`src/rtl/ppseq_pkg.sv`:
```
package ppseq_pkg;

  typedef enum logic [2:0] {
    OP_LATCH = 3'd0,
    OP_PAGE  = 3'd1,
    OP_WRITE = 3'd2,
    OP_READ  = 3'd3,
    OP_ERASE = 3'd4
  } ppOpE;

  // Strobe bundle from control to datapath
  typedef struct packed {
    logic xclk;
    logic pagel;
    logic wrN;
    logic oeN;
    logic driveData;
    logic load;
    logic sample;
  } ppStrobeT;

  function automatic int maxi(input int a, input int b);
    return (a > b) ? a : b;
  endfunction

endpackage

```
`src/rtl/ppseq_ctrl.sv`:
```
module ppseq_ctrl
  import ppseq_pkg::*;
#(
  parameter int SETUP_CYC   = 7,
  parameter int XHIGH_CYC   = 15,
  parameter int XPERIOD_CYC = 30,
  parameter int HOLD_CYC    = 7,
  parameter int PHIGH_CYC   = 20,
  parameter int PL2XH_CYC   = 15,
  parameter int PL2WL_CYC   = 7,
  parameter int WLOW_CYC    = 15,
  parameter int BSHOLD_CYC  = 7,
  parameter int BUSYLOW_MAX = 100,
  parameter int WRITE_MAX   = 450000,
  parameter int ERASE_MAX   = 1200000,
  parameter int RDVALID_CYC = 50,
  parameter int FLOAT_CYC   = 50
) (
  input  logic     clk,
  input  logic     rstN,
  input  logic     reqValid,
  input  logic [2:0] reqOp,
  input  logic     rdyBsy,
  output ppStrobeT stb,
  output logic     reqReady,
  output logic     doneValid,
  output logic     timedOut
);

  localparam int XHOLD_CYC = maxi(HOLD_CYC, XPERIOD_CYC - XHIGH_CYC);
  localparam int PTAIL_CYC = maxi(BSHOLD_CYC, maxi(PL2XH_CYC, PL2WL_CYC));
  localparam int PH_MAX = maxi(maxi(maxi(SETUP_CYC, XHIGH_CYC), maxi(XHOLD_CYC, PHIGH_CYC)),
                               maxi(maxi(PTAIL_CYC, WLOW_CYC), maxi(maxi(BSHOLD_CYC, RDVALID_CYC + 1), FLOAT_CYC)));
  localparam int PH_W  = $clog2(PH_MAX + 1);
  localparam int TMR_W = $clog2(maxi(maxi(ERASE_MAX, WRITE_MAX), BUSYLOW_MAX) + 1);

  localparam logic [PH_W-1:0] SETUP_L  = PH_W'(SETUP_CYC - 1);
  localparam logic [PH_W-1:0] XHIGH_L  = PH_W'(XHIGH_CYC - 1);
  localparam logic [PH_W-1:0] XHOLD_L  = PH_W'(XHOLD_CYC - 1);
  localparam logic [PH_W-1:0] PHIGH_L  = PH_W'(PHIGH_CYC - 1);
  localparam logic [PH_W-1:0] PTAIL_L  = PH_W'(PTAIL_CYC - 1);
  localparam logic [PH_W-1:0] WLOW_L   = PH_W'(WLOW_CYC - 1);
  localparam logic [PH_W-1:0] BSHOLD_L = PH_W'(BSHOLD_CYC - 1);
  localparam logic [PH_W-1:0] RDV_L    = PH_W'(RDVALID_CYC);
  localparam logic [PH_W-1:0] FLOAT_L  = PH_W'(FLOAT_CYC - 1);
  localparam logic [TMR_W-1:0] BUSYLOW_L = TMR_W'(BUSYLOW_MAX - 1);
  localparam logic [TMR_W-1:0] WMAX_L    = TMR_W'(WRITE_MAX - 1);
  localparam logic [TMR_W-1:0] EMAX_L    = TMR_W'(ERASE_MAX - 1);

  typedef enum logic [3:0] {
    S_IDLE, S_SETUP, S_XHIGH, S_XHOLD, S_PHIGH, S_PTAIL,
    S_WLOW, S_WWAIT, S_WHOLD, S_RWAIT, S_RFLOAT
  } seqStateE;

  seqStateE         state;
  ppOpE             opQ;
  logic [PH_W-1:0]  phCnt;
  logic [TMR_W-1:0] busyT;
  logic             sawBusy;
  logic             doneQ;
  logic             toQ;
  logic             opValid;
  logic [TMR_W-1:0] busyLimit;

  assign opValid   = (reqOp <= 3'd4);
  assign busyLimit = (opQ == OP_ERASE) ? EMAX_L : WMAX_L;

  always_ff @(posedge clk or negedge rstN) begin
    if (!rstN) begin
      state   <= S_IDLE;
      opQ     <= OP_LATCH;
      phCnt   <= '0;
      busyT   <= '0;
      sawBusy <= 1'b0;
      doneQ   <= 1'b0;
      toQ     <= 1'b0;
    end else begin
      doneQ <= 1'b0;
      toQ   <= 1'b0;
      unique case (state)
        S_IDLE: begin
          if (reqValid && opValid) begin
            opQ   <= ppOpE'(reqOp);
            phCnt <= '0;
            state <= S_SETUP;
          end
        end
        S_SETUP: begin
          if (phCnt == SETUP_L) begin
            phCnt <= '0;
            unique case (opQ)
              OP_LATCH: state <= S_XHIGH;
              OP_PAGE:  state <= S_PHIGH;
              OP_READ:  state <= S_RWAIT;
              default: begin
                state   <= S_WLOW;
                busyT   <= '0;
                sawBusy <= 1'b0;
              end
            endcase
          end else begin
            phCnt <= phCnt + 1'b1;
          end
        end
        S_XHIGH: begin
          if (phCnt == XHIGH_L) begin
            phCnt <= '0;
            state <= S_XHOLD;
          end else phCnt <= phCnt + 1'b1;
        end
        S_XHOLD: begin
          if (phCnt == XHOLD_L) begin
            state <= S_IDLE;
            doneQ <= 1'b1;
          end else phCnt <= phCnt + 1'b1;
        end
        S_PHIGH: begin
          if (phCnt == PHIGH_L) begin
            phCnt <= '0;
            state <= S_PTAIL;
          end else phCnt <= phCnt + 1'b1;
        end
        S_PTAIL: begin
          if (phCnt == PTAIL_L) begin
            state <= S_IDLE;
            doneQ <= 1'b1;
          end else phCnt <= phCnt + 1'b1;
        end
        S_WLOW: begin
          busyT <= busyT + 1'b1;
          if (!rdyBsy) sawBusy <= 1'b1;
          if (phCnt == WLOW_L) begin
            phCnt <= '0;
            state <= S_WWAIT;
          end else phCnt <= phCnt + 1'b1;
        end
        S_WWAIT: begin
          busyT <= busyT + 1'b1;
          if (!rdyBsy) sawBusy <= 1'b1;
          // ready returning wins over a limit reached in the same cycle
          if (sawBusy && rdyBsy) begin
            phCnt <= '0;
            state <= S_WHOLD;
          end else if ((!sawBusy && rdyBsy && busyT >= BUSYLOW_L) || (busyT >= busyLimit)) begin
            state <= S_IDLE;
            doneQ <= 1'b1;
            toQ   <= 1'b1;
          end
        end
        S_WHOLD: begin
          if (phCnt == BSHOLD_L) begin
            state <= S_IDLE;
            doneQ <= 1'b1;
          end else phCnt <= phCnt + 1'b1;
        end
        S_RWAIT: begin
          if (phCnt == RDV_L) begin
            phCnt <= '0;
            state <= S_RFLOAT;
          end else phCnt <= phCnt + 1'b1;
        end
        S_RFLOAT: begin
          if (phCnt == FLOAT_L) begin
            state <= S_IDLE;
            doneQ <= 1'b1;
          end else phCnt <= phCnt + 1'b1;
        end
        default: state <= S_IDLE;
      endcase
    end
  end

  always_comb begin
    stb = '{xclk: 1'b0, pagel: 1'b0, wrN: 1'b1, oeN: 1'b1,
            driveData: 1'b0, load: 1'b0, sample: 1'b0};
    unique case (state)
      S_IDLE:   stb.load = reqValid && opValid;
      S_SETUP:  stb.driveData = (opQ == OP_LATCH);
      S_XHIGH: begin
        stb.xclk      = 1'b1;
        stb.driveData = 1'b1;
      end
      S_XHOLD:  stb.driveData = 1'b1;
      S_PHIGH:  stb.pagel = 1'b1;
      S_WLOW:   stb.wrN = 1'b0;
      S_RWAIT: begin
        stb.oeN    = 1'b0;
        stb.sample = (phCnt == RDV_L);
      end
      default: ;
    endcase
  end

  assign reqReady  = (state == S_IDLE);
  assign doneValid = doneQ;
  assign timedOut  = toQ;


  always @(posedge clk)
    if (rstN && state == S_WWAIT && !sawBusy && rdyBsy && busyT > BUSYLOW_L)
      no_late_busy_chk: assert (0) else $error("busy wait passed its window");

endmodule

```
`src/rtl/ppseq_datapath.sv`:
```
module ppseq_datapath
  import ppseq_pkg::*;
#(
  parameter int DATA_W    = 8,
  parameter int SETUP_CYC = 7,
  parameter int XHIGH_CYC = 15,
  parameter int PHIGH_CYC = 20,
  parameter int WLOW_CYC  = 15
) (
  input  logic              clk,
  input  logic              rstN,
  input  ppStrobeT          stb,
  input  logic [DATA_W-1:0] reqData,
  input  logic [1:0]        reqBs,
  input  logic [DATA_W-1:0] tgtDataIn,
  output logic              tgtXclk,
  output logic              tgtPagel,
  output logic              tgtWrN,
  output logic              tgtOeN,
  output logic              tgtBs1,
  output logic              tgtBs2,
  output logic [DATA_W-1:0] tgtDataOut,
  output logic              tgtDataOe,
  output logic [DATA_W-1:0] rdData
);

  localparam int CHK_W = $clog2(maxi(maxi(XHIGH_CYC, PHIGH_CYC), maxi(WLOW_CYC, SETUP_CYC)) + 2) + 1;

  logic [1:0] bsQ;

  always_ff @(posedge clk or negedge rstN) begin
    if (!rstN) begin
      tgtXclk    <= 1'b0;
      tgtPagel   <= 1'b0;
      tgtWrN     <= 1'b1;
      tgtOeN     <= 1'b1;
      tgtDataOe  <= 1'b0;
      tgtDataOut <= '0;
      bsQ        <= '0;
      rdData     <= '0;
    end else begin
      tgtXclk   <= stb.xclk;
      tgtPagel  <= stb.pagel;
      tgtWrN    <= stb.wrN;
      tgtOeN    <= stb.oeN;
      tgtDataOe <= stb.driveData;
      if (stb.load) begin
        tgtDataOut <= reqData;
        bsQ        <= reqBs;
      end
      if (stb.sample) rdData <= tgtDataIn;
    end
  end

  assign tgtBs1 = bsQ[0];
  assign tgtBs2 = bsQ[1];

  // Pulse-width observers for the assertions below
  logic [CHK_W-1:0] xHighCnt, pHighCnt, wLowCnt;
  always_ff @(posedge clk or negedge rstN) begin
    if (!rstN) begin
      xHighCnt <= '0;
      pHighCnt <= '0;
      wLowCnt  <= '0;
    end else begin
      xHighCnt <= tgtXclk  ? xHighCnt + 1'b1 : '0;
      pHighCnt <= tgtPagel ? pHighCnt + 1'b1 : '0;
      wLowCnt  <= !tgtWrN  ? wLowCnt + 1'b1  : '0;
    end
  end


  xclk_width_chk: assert property (@(posedge clk) disable iff (!rstN)
    $fell(tgtXclk) |-> xHighCnt >= CHK_W'(XHIGH_CYC));

  pagel_width_chk: assert property (@(posedge clk) disable iff (!rstN)
    $fell(tgtPagel) |-> pHighCnt >= CHK_W'(PHIGH_CYC));

  wr_width_chk: assert property (@(posedge clk) disable iff (!rstN)
    $rose(tgtWrN) |-> wLowCnt >= CHK_W'(WLOW_CYC));

  bs_at_wr_fall_chk: assert property (@(posedge clk) disable iff (!rstN)
    $fell(tgtWrN) |-> $stable(bsQ));

endmodule

```
`src/rtl/pp_strobe_seq.sv`:
```
module pp_strobe_seq
  import ppseq_pkg::*;
#(
  parameter int DATA_W      = 8,
  parameter int SETUP_CYC   = 7,
  parameter int XHIGH_CYC   = 15,
  parameter int XPERIOD_CYC = 30,
  parameter int HOLD_CYC    = 7,
  parameter int PHIGH_CYC   = 20,
  parameter int PL2XH_CYC   = 15,
  parameter int PL2WL_CYC   = 7,
  parameter int WLOW_CYC    = 15,
  parameter int BSHOLD_CYC  = 7,
  parameter int BUSYLOW_MAX = 100,
  parameter int WRITE_MAX   = 450000,
  parameter int ERASE_MAX   = 1200000,
  parameter int RDVALID_CYC = 50,
  parameter int FLOAT_CYC   = 50
) (
  input  logic              clk,
  input  logic              rstN,
  input  logic              reqValid,
  input  logic [2:0]        reqOp,
  input  logic [DATA_W-1:0] reqData,
  input  logic [1:0]        reqBs,
  output logic              reqReady,
  output logic              doneValid,
  output logic              timedOut,
  output logic [DATA_W-1:0] rdData,
  output logic              tgtXclk,
  output logic              tgtPagel,
  output logic              tgtWrN,
  output logic              tgtOeN,
  output logic              tgtBs1,
  output logic              tgtBs2,
  output logic [DATA_W-1:0] tgtDataOut,
  output logic              tgtDataOe,
  input  logic [DATA_W-1:0] tgtDataIn,
  input  logic              tgtRdy
);

  ppStrobeT stb;

  ppseq_ctrl #(
    .SETUP_CYC(SETUP_CYC), .XHIGH_CYC(XHIGH_CYC), .XPERIOD_CYC(XPERIOD_CYC),
    .HOLD_CYC(HOLD_CYC), .PHIGH_CYC(PHIGH_CYC), .PL2XH_CYC(PL2XH_CYC),
    .PL2WL_CYC(PL2WL_CYC), .WLOW_CYC(WLOW_CYC), .BSHOLD_CYC(BSHOLD_CYC),
    .BUSYLOW_MAX(BUSYLOW_MAX), .WRITE_MAX(WRITE_MAX), .ERASE_MAX(ERASE_MAX),
    .RDVALID_CYC(RDVALID_CYC), .FLOAT_CYC(FLOAT_CYC)
  ) ctrlU (
    .clk(clk), .rstN(rstN), .reqValid(reqValid), .reqOp(reqOp),
    .rdyBsy(tgtRdy), .stb(stb), .reqReady(reqReady),
    .doneValid(doneValid), .timedOut(timedOut)
  );

  ppseq_datapath #(
    .DATA_W(DATA_W), .SETUP_CYC(SETUP_CYC), .XHIGH_CYC(XHIGH_CYC),
    .PHIGH_CYC(PHIGH_CYC), .WLOW_CYC(WLOW_CYC)
  ) dpU (
    .clk(clk), .rstN(rstN), .stb(stb), .reqData(reqData), .reqBs(reqBs),
    .tgtDataIn(tgtDataIn), .tgtXclk(tgtXclk), .tgtPagel(tgtPagel),
    .tgtWrN(tgtWrN), .tgtOeN(tgtOeN), .tgtBs1(tgtBs1), .tgtBs2(tgtBs2),
    .tgtDataOut(tgtDataOut), .tgtDataOe(tgtDataOe), .rdData(rdData)
  );


  idle_strobes_chk: assert property (@(posedge clk) disable iff (!rstN)
    reqReady |-> (tgtWrN && tgtOeN && !tgtXclk && !tgtPagel));

  busy_req_ignored_chk: assert property (@(posedge clk) disable iff (!rstN)
    (reqValid && !reqReady) |=> $stable({tgtBs2, tgtBs1, tgtDataOut}));

  done_pulse_chk: assert property (@(posedge clk) disable iff (!rstN)
    doneValid |=> !doneValid);

  read_no_drive_chk: assert property (@(posedge clk) disable iff (!rstN)
    !tgtOeN |-> !tgtDataOe);

endmodule

```
`config.mk`:
```
export PLATFORM = sky130hd
export DESIGN_NAME = pp_strobe_seq
export DESIGN_NICKNAME = d
export VERILOG_FILES = /design/src/rtl/ppseq_pkg.sv /design/src/rtl/ppseq_ctrl.sv /design/src/rtl/ppseq_datapath.sv /design/src/rtl/pp_strobe_seq.sv
export SDC_FILE = /design/constraint.sdc
export NUM_CORES = 1
export LEC_CHECK = 0
export ABC_CLOCK_PERIOD_IN_PS = 4700
export BUFFER_PORTS_ARGS = -buffer_cell sky130_fd_sc_hd__buf_2
export CORE_ASPECT_RATIO = 1.4
export CORE_MARGIN = 1.5
export CORE_UTILIZATION = 44
export CTS_CLUSTER_DIAMETER = 100
export DETAILED_ROUTE_END_ITERATION = 8
export PLACE_DENSITY_LB_ADDON = 0.05
export SLEW_MARGIN = 20
export SYNTH_ARGS = -nofsm -noshare
export SYNTH_HDL_FRONTEND = slang
export SYNTH_HIERARCHICAL = 1
export SYNTH_SLANG_ARGS = --single-unit
export TNS_END_PERCENT = 100
```
`constraint.sdc`:
```
create_clock -name clk -period 4.7 [get_ports clk]
set_input_delay 0.94 -clock clk [delete_from_list [all_inputs] [get_ports clk]]
set_output_delay 0.94 -clock clk [all_outputs]
set_load 0.03 [all_outputs]
```
==> results.md <==
- The sequential share of the synthesized area is 44.05%.
- The worst hold-check slack is 506.0 ps.
- The sort of element at the end of the critical path is a flip-flop.
- Across the run, the number of max-cap violations was 0.
- The worst setup path is launched from a flip-flop.
- The met3 wire length is 227 microns.
- In this run the tool buffered the top-level ports with 50 buffer cells.
- The total of hold buffers inserted after clock tree synthesis is 0.
- Summing over every cut layer, the via total after detailed routing is 2,695.
- The proportion of register bits with asynchronous set or reset after synthesis is 100.0%.
- The number of distinct library cells after synthesis is 64.
- The library cell used as clock root buffer is sky130_fd_sc_hd__clkbuf_8.
- In this run the worst hold path is classified as reg -> reg.
- The total grt overflow is 0.
- Buffers added to address setup during post-CTS repair amount to 0.
- The die covers 8305 sq um.
- Derived from the worst setup path, the maximum achievable clock frequency is 0.3388 GHz.
- The peak ir drop on the vdd network is 0.0003058 V.
- The region available for standard cell placement spans 7453 sq um.
- The TritonCTS clock tree is yes.
- The critical path is of the reg -> reg type.
- The total wirelength of the detailed-routed design is 7699 microns.
- For the final routed database, the setup TNS stands at 0 ps.
- The final net count is 420.
- The clock drives 60 sinks.
- In the detailed route, the total length drawn on met2 is 3980 microns.
- The number of antenna violations at the first check in global routing is 0.
- The starting density of the core is 45.81%.
- The slowest stage cell on the critical path is sky130_fd_sc_hd__or4_4.
- The H-tree was split into 3 levels.
- For this design the ratio of total power to cell area is 532.6 nW/um^2.
- The endpoint arrival time on the critical path is 3220 ps.
- The final count of negative-setup-slack endpoints is 0.
- The repair_antennas step left the layout with diodes totalling 0.
- The detailed-route DRC error count is 0.
- The critical path goes through nor3b_4 > inv_4 > ha_1 > and3_1 > a2111oi_0 > o311ai_1 > or4_4 > a41oi_2.
- The flip-flop and latch count after synthesis is 60.
- The post-route fraction of the period consumed by the critical path is 62.79%.
- The estimated wirelength of the detail-placed design is 5308 microns.
- The clock network is responsible for 20.0% of the overall power.
- Of the cells placed in the final design, the portion with a size suffix greater than 1 is 25.00%.
- Counting flops with a built-in enable in the synthesized netlist gives 0.
- In the layout the commonest cells are sky130_fd_sc_hd__dfrtp_1, sky130_fd_sc_hd__buf_2, sky130_fd_sc_hd__nor2_1.
- Among all flip-flop cells after synthesis, the most frequent one is sky130_fd_sc_hd__dfrtp_1.
- The most frequent standard cell in the layout excluding fill and tap cells is sky130_fd_sc_hd__dfrtp_1.
- The analysis attributes to net switching a power of 868.3 uW.
- Before antenna repair, the detailed router went through 5 iterations.
- The first global-routing pass estimated 12,890 microns of wire.
- The synthesized netlist net count is 375.
- The Yosys step of the flow raised 6 warnings.
- The total buffers and inverters traversed by the critical path is 1.
- The post-synthesis instance total is 343.
- The starting DRC count in detailed routing is 133.
- The slew at the pin with the worst max-slew slack is 912.4 ps.
- The largest stage delay on the critical path is 570 ps.
- The average size of a mapped cell is 9.955 sq um.
- STA puts the critical path data required time at 4960 ps.
- The wire length on met1 is 3325 microns.
- In this run the horizontal extent of the chip is 77.45 microns.
- The placer congestion estimate is 0.8715.
- The leakage power is 1.775 nW.
- The area of all placed cells without fillers is 3867 sq um.
- The sequential cell fraction of total power is 40.0%.
- The number of pins with negative max-slew slack in the final report came to 0.
- Counting along the longest clock path gives a buffer depth of 2.
- Headroom to the max-slew limit came out at 38.95%.
- Setup repair after global routing left no endpoint under its margin.
- Among cell families on the critical path, the largest total delay comes from simple AND/OR/NAND/NOR gates.
- The growth of design area from synthesis to finish is 13.26%.
- The floorplan has 37 rows.
- The ratio of routed vias to standard cells is 5.511.
- Combinational logic is responsible for 39.9% of the overall power.
- The clock slew seen by the registers of the worst setup and hold paths is 70 ps.
- Buffers inserted during clock tree synthesis total 9.
- After detailed routing, the average wire length per cell comes to 15.74 microns.
- After synthesis the cells add up to 3415 sq um.
- Net switching is 42.15% of the power.
- The number of global-route vias before repair is 2,683.
- Across the routed clock network, the largest skew measured is 6.745 ps.
- The hold violation count in the final report is 0.
- The overall track demand over capacity in global routing is 20.07%.
- The highest metal layer with signal wires is met4.
- The smallest clock period supported by the final layout is computed as 2951 ps.
- 51 I/O pins were placed.
- Along the worst path, the maximum fanout reaches 8.
- After clock tree synthesis, the repair step resized 0 gates.
- The count of nets left with antenna violations once routing finished came out at 0.
- The die is 107.2 microns tall.
- The later pin in the worst-skew pair is clocked with a latency of 340 ps.
- The internal power contribution is 1.192 mW.
- In this run the cell area measured after placement is 3699 sq um.
- The pin count of the biggest net entering global routing is 61.
- The flow ran to the end, and the final reports show no timing, DRC or antenna violations.
## synthesized netlist by cell type (all sizes together) (8+ instances only)
library cell | instances | area, sq um
dfrtp | 58 | 1451
nand3 | 23 | 115.1
clkbuf | 9 | 33.78
o21ai | 11 | 55.05
buf | 9 | 68.81
nor3 | 8 | 40.04
and3 | 9 | 56.30
nor2 | 39 | 146.4
nand2 | 35 | 131.4
mux2 | 18 | 270.3
inv | 13 | 51.30
xor2 | 14 | 122.6
## flip-flops by register name, indices dropped and copies added (netlist names)
name and flops:
ctrlU/busyT 21, ctrlU/doneValid 1, ctrlU/opQ 3, ctrlU/phCnt 6
ctrlU/sawBusy 1, ctrlU/state 4, ctrlU/timedOut 1, dpU/bsQ 2
dpU/rdData 8, dpU/tgtDataOe 1, dpU/tgtDataOut 8, dpU/tgtOeN 1
dpU/tgtPagel 1, dpU/tgtWrN 1, dpU/tgtXclk 1
## kinds of logic (layout without fill, tap and decap cells)
logic type	count (synthesis)	in the layout	synth area share, %
xor+xnor	21	21	5.387
simple gates	149	149	22.54
mux	18	18	7.915
compound gates	56	56	12.75
buf+inv	31	80	4.507
flops	60	60	44.05
fa+ha+maj	8	8	2.858
## power groups by stage
stage / Combinational, mW / Sequential, mW / Clock [mW]
2_1_floorplan: 0.643 / 0.828 / 0
3_3_place_gp: 0.819 / 0.822 / 0
3_5_place_dp: 0.827 / 0.829 / 0
4_1_cts: 0.829 / 0.823 / 0.428
5_1_grt: 0.902 / 0.850 / 0.448
6_report: 0.823 / 0.825 / 0.412
## per-stage QoR
step	setup WS, ps	utilization (%)	std cells	power [mW]
floorplan	1978	-	343	1.471
global placement	1843	49.62	474	1.642
detailed placement	1740	49.62	474	1.656
CTS	1726	51.89	489	2.080
global route	1521	51.89	489	2.200
finish	1749	51.89	489	2.060
## worst paths after layout
check / startpoint / to / slack [ps] / cells past startpoint
max in group asynchronous: rstN / ctrlU/opQ[1] / 3410 / 2
worst min-delay path: dpU/bsQ[0] / dpU/bsQ[0] / 510 / 1
worst max-delay path: ctrlU/opQ[0] / ctrlU/state[2] / 1750 / 8
min in group asynchronous: rstN / dpU/rdData[5] / 750 / 2
worst min register to register: dpU/bsQ[0] / dpU/bsQ[0] / 510 / 1
worst max register to register: ctrlU/opQ[0] / ctrlU/state[2] / 1750 / 8
## final cells by class
type                    instances  area (sq um)
fillers                       695          3586
multi-input cells             252          1757
flip-flops and latches         60          1504
repair buffers                 52         265.3
clock buffers                  13         158.9
well taps                      97         121.4
inverters                      13         51.30
clock inverters                 2         10.01
## per-layer routing
metal  vias up  global-route usage, %
met5         -                      0
li1       1328                      -
met4         0                  10.26
met1      1300                  23.27
met2        52                  34.46
met3        15                  4.511
(Power assumes the default switching activity.)
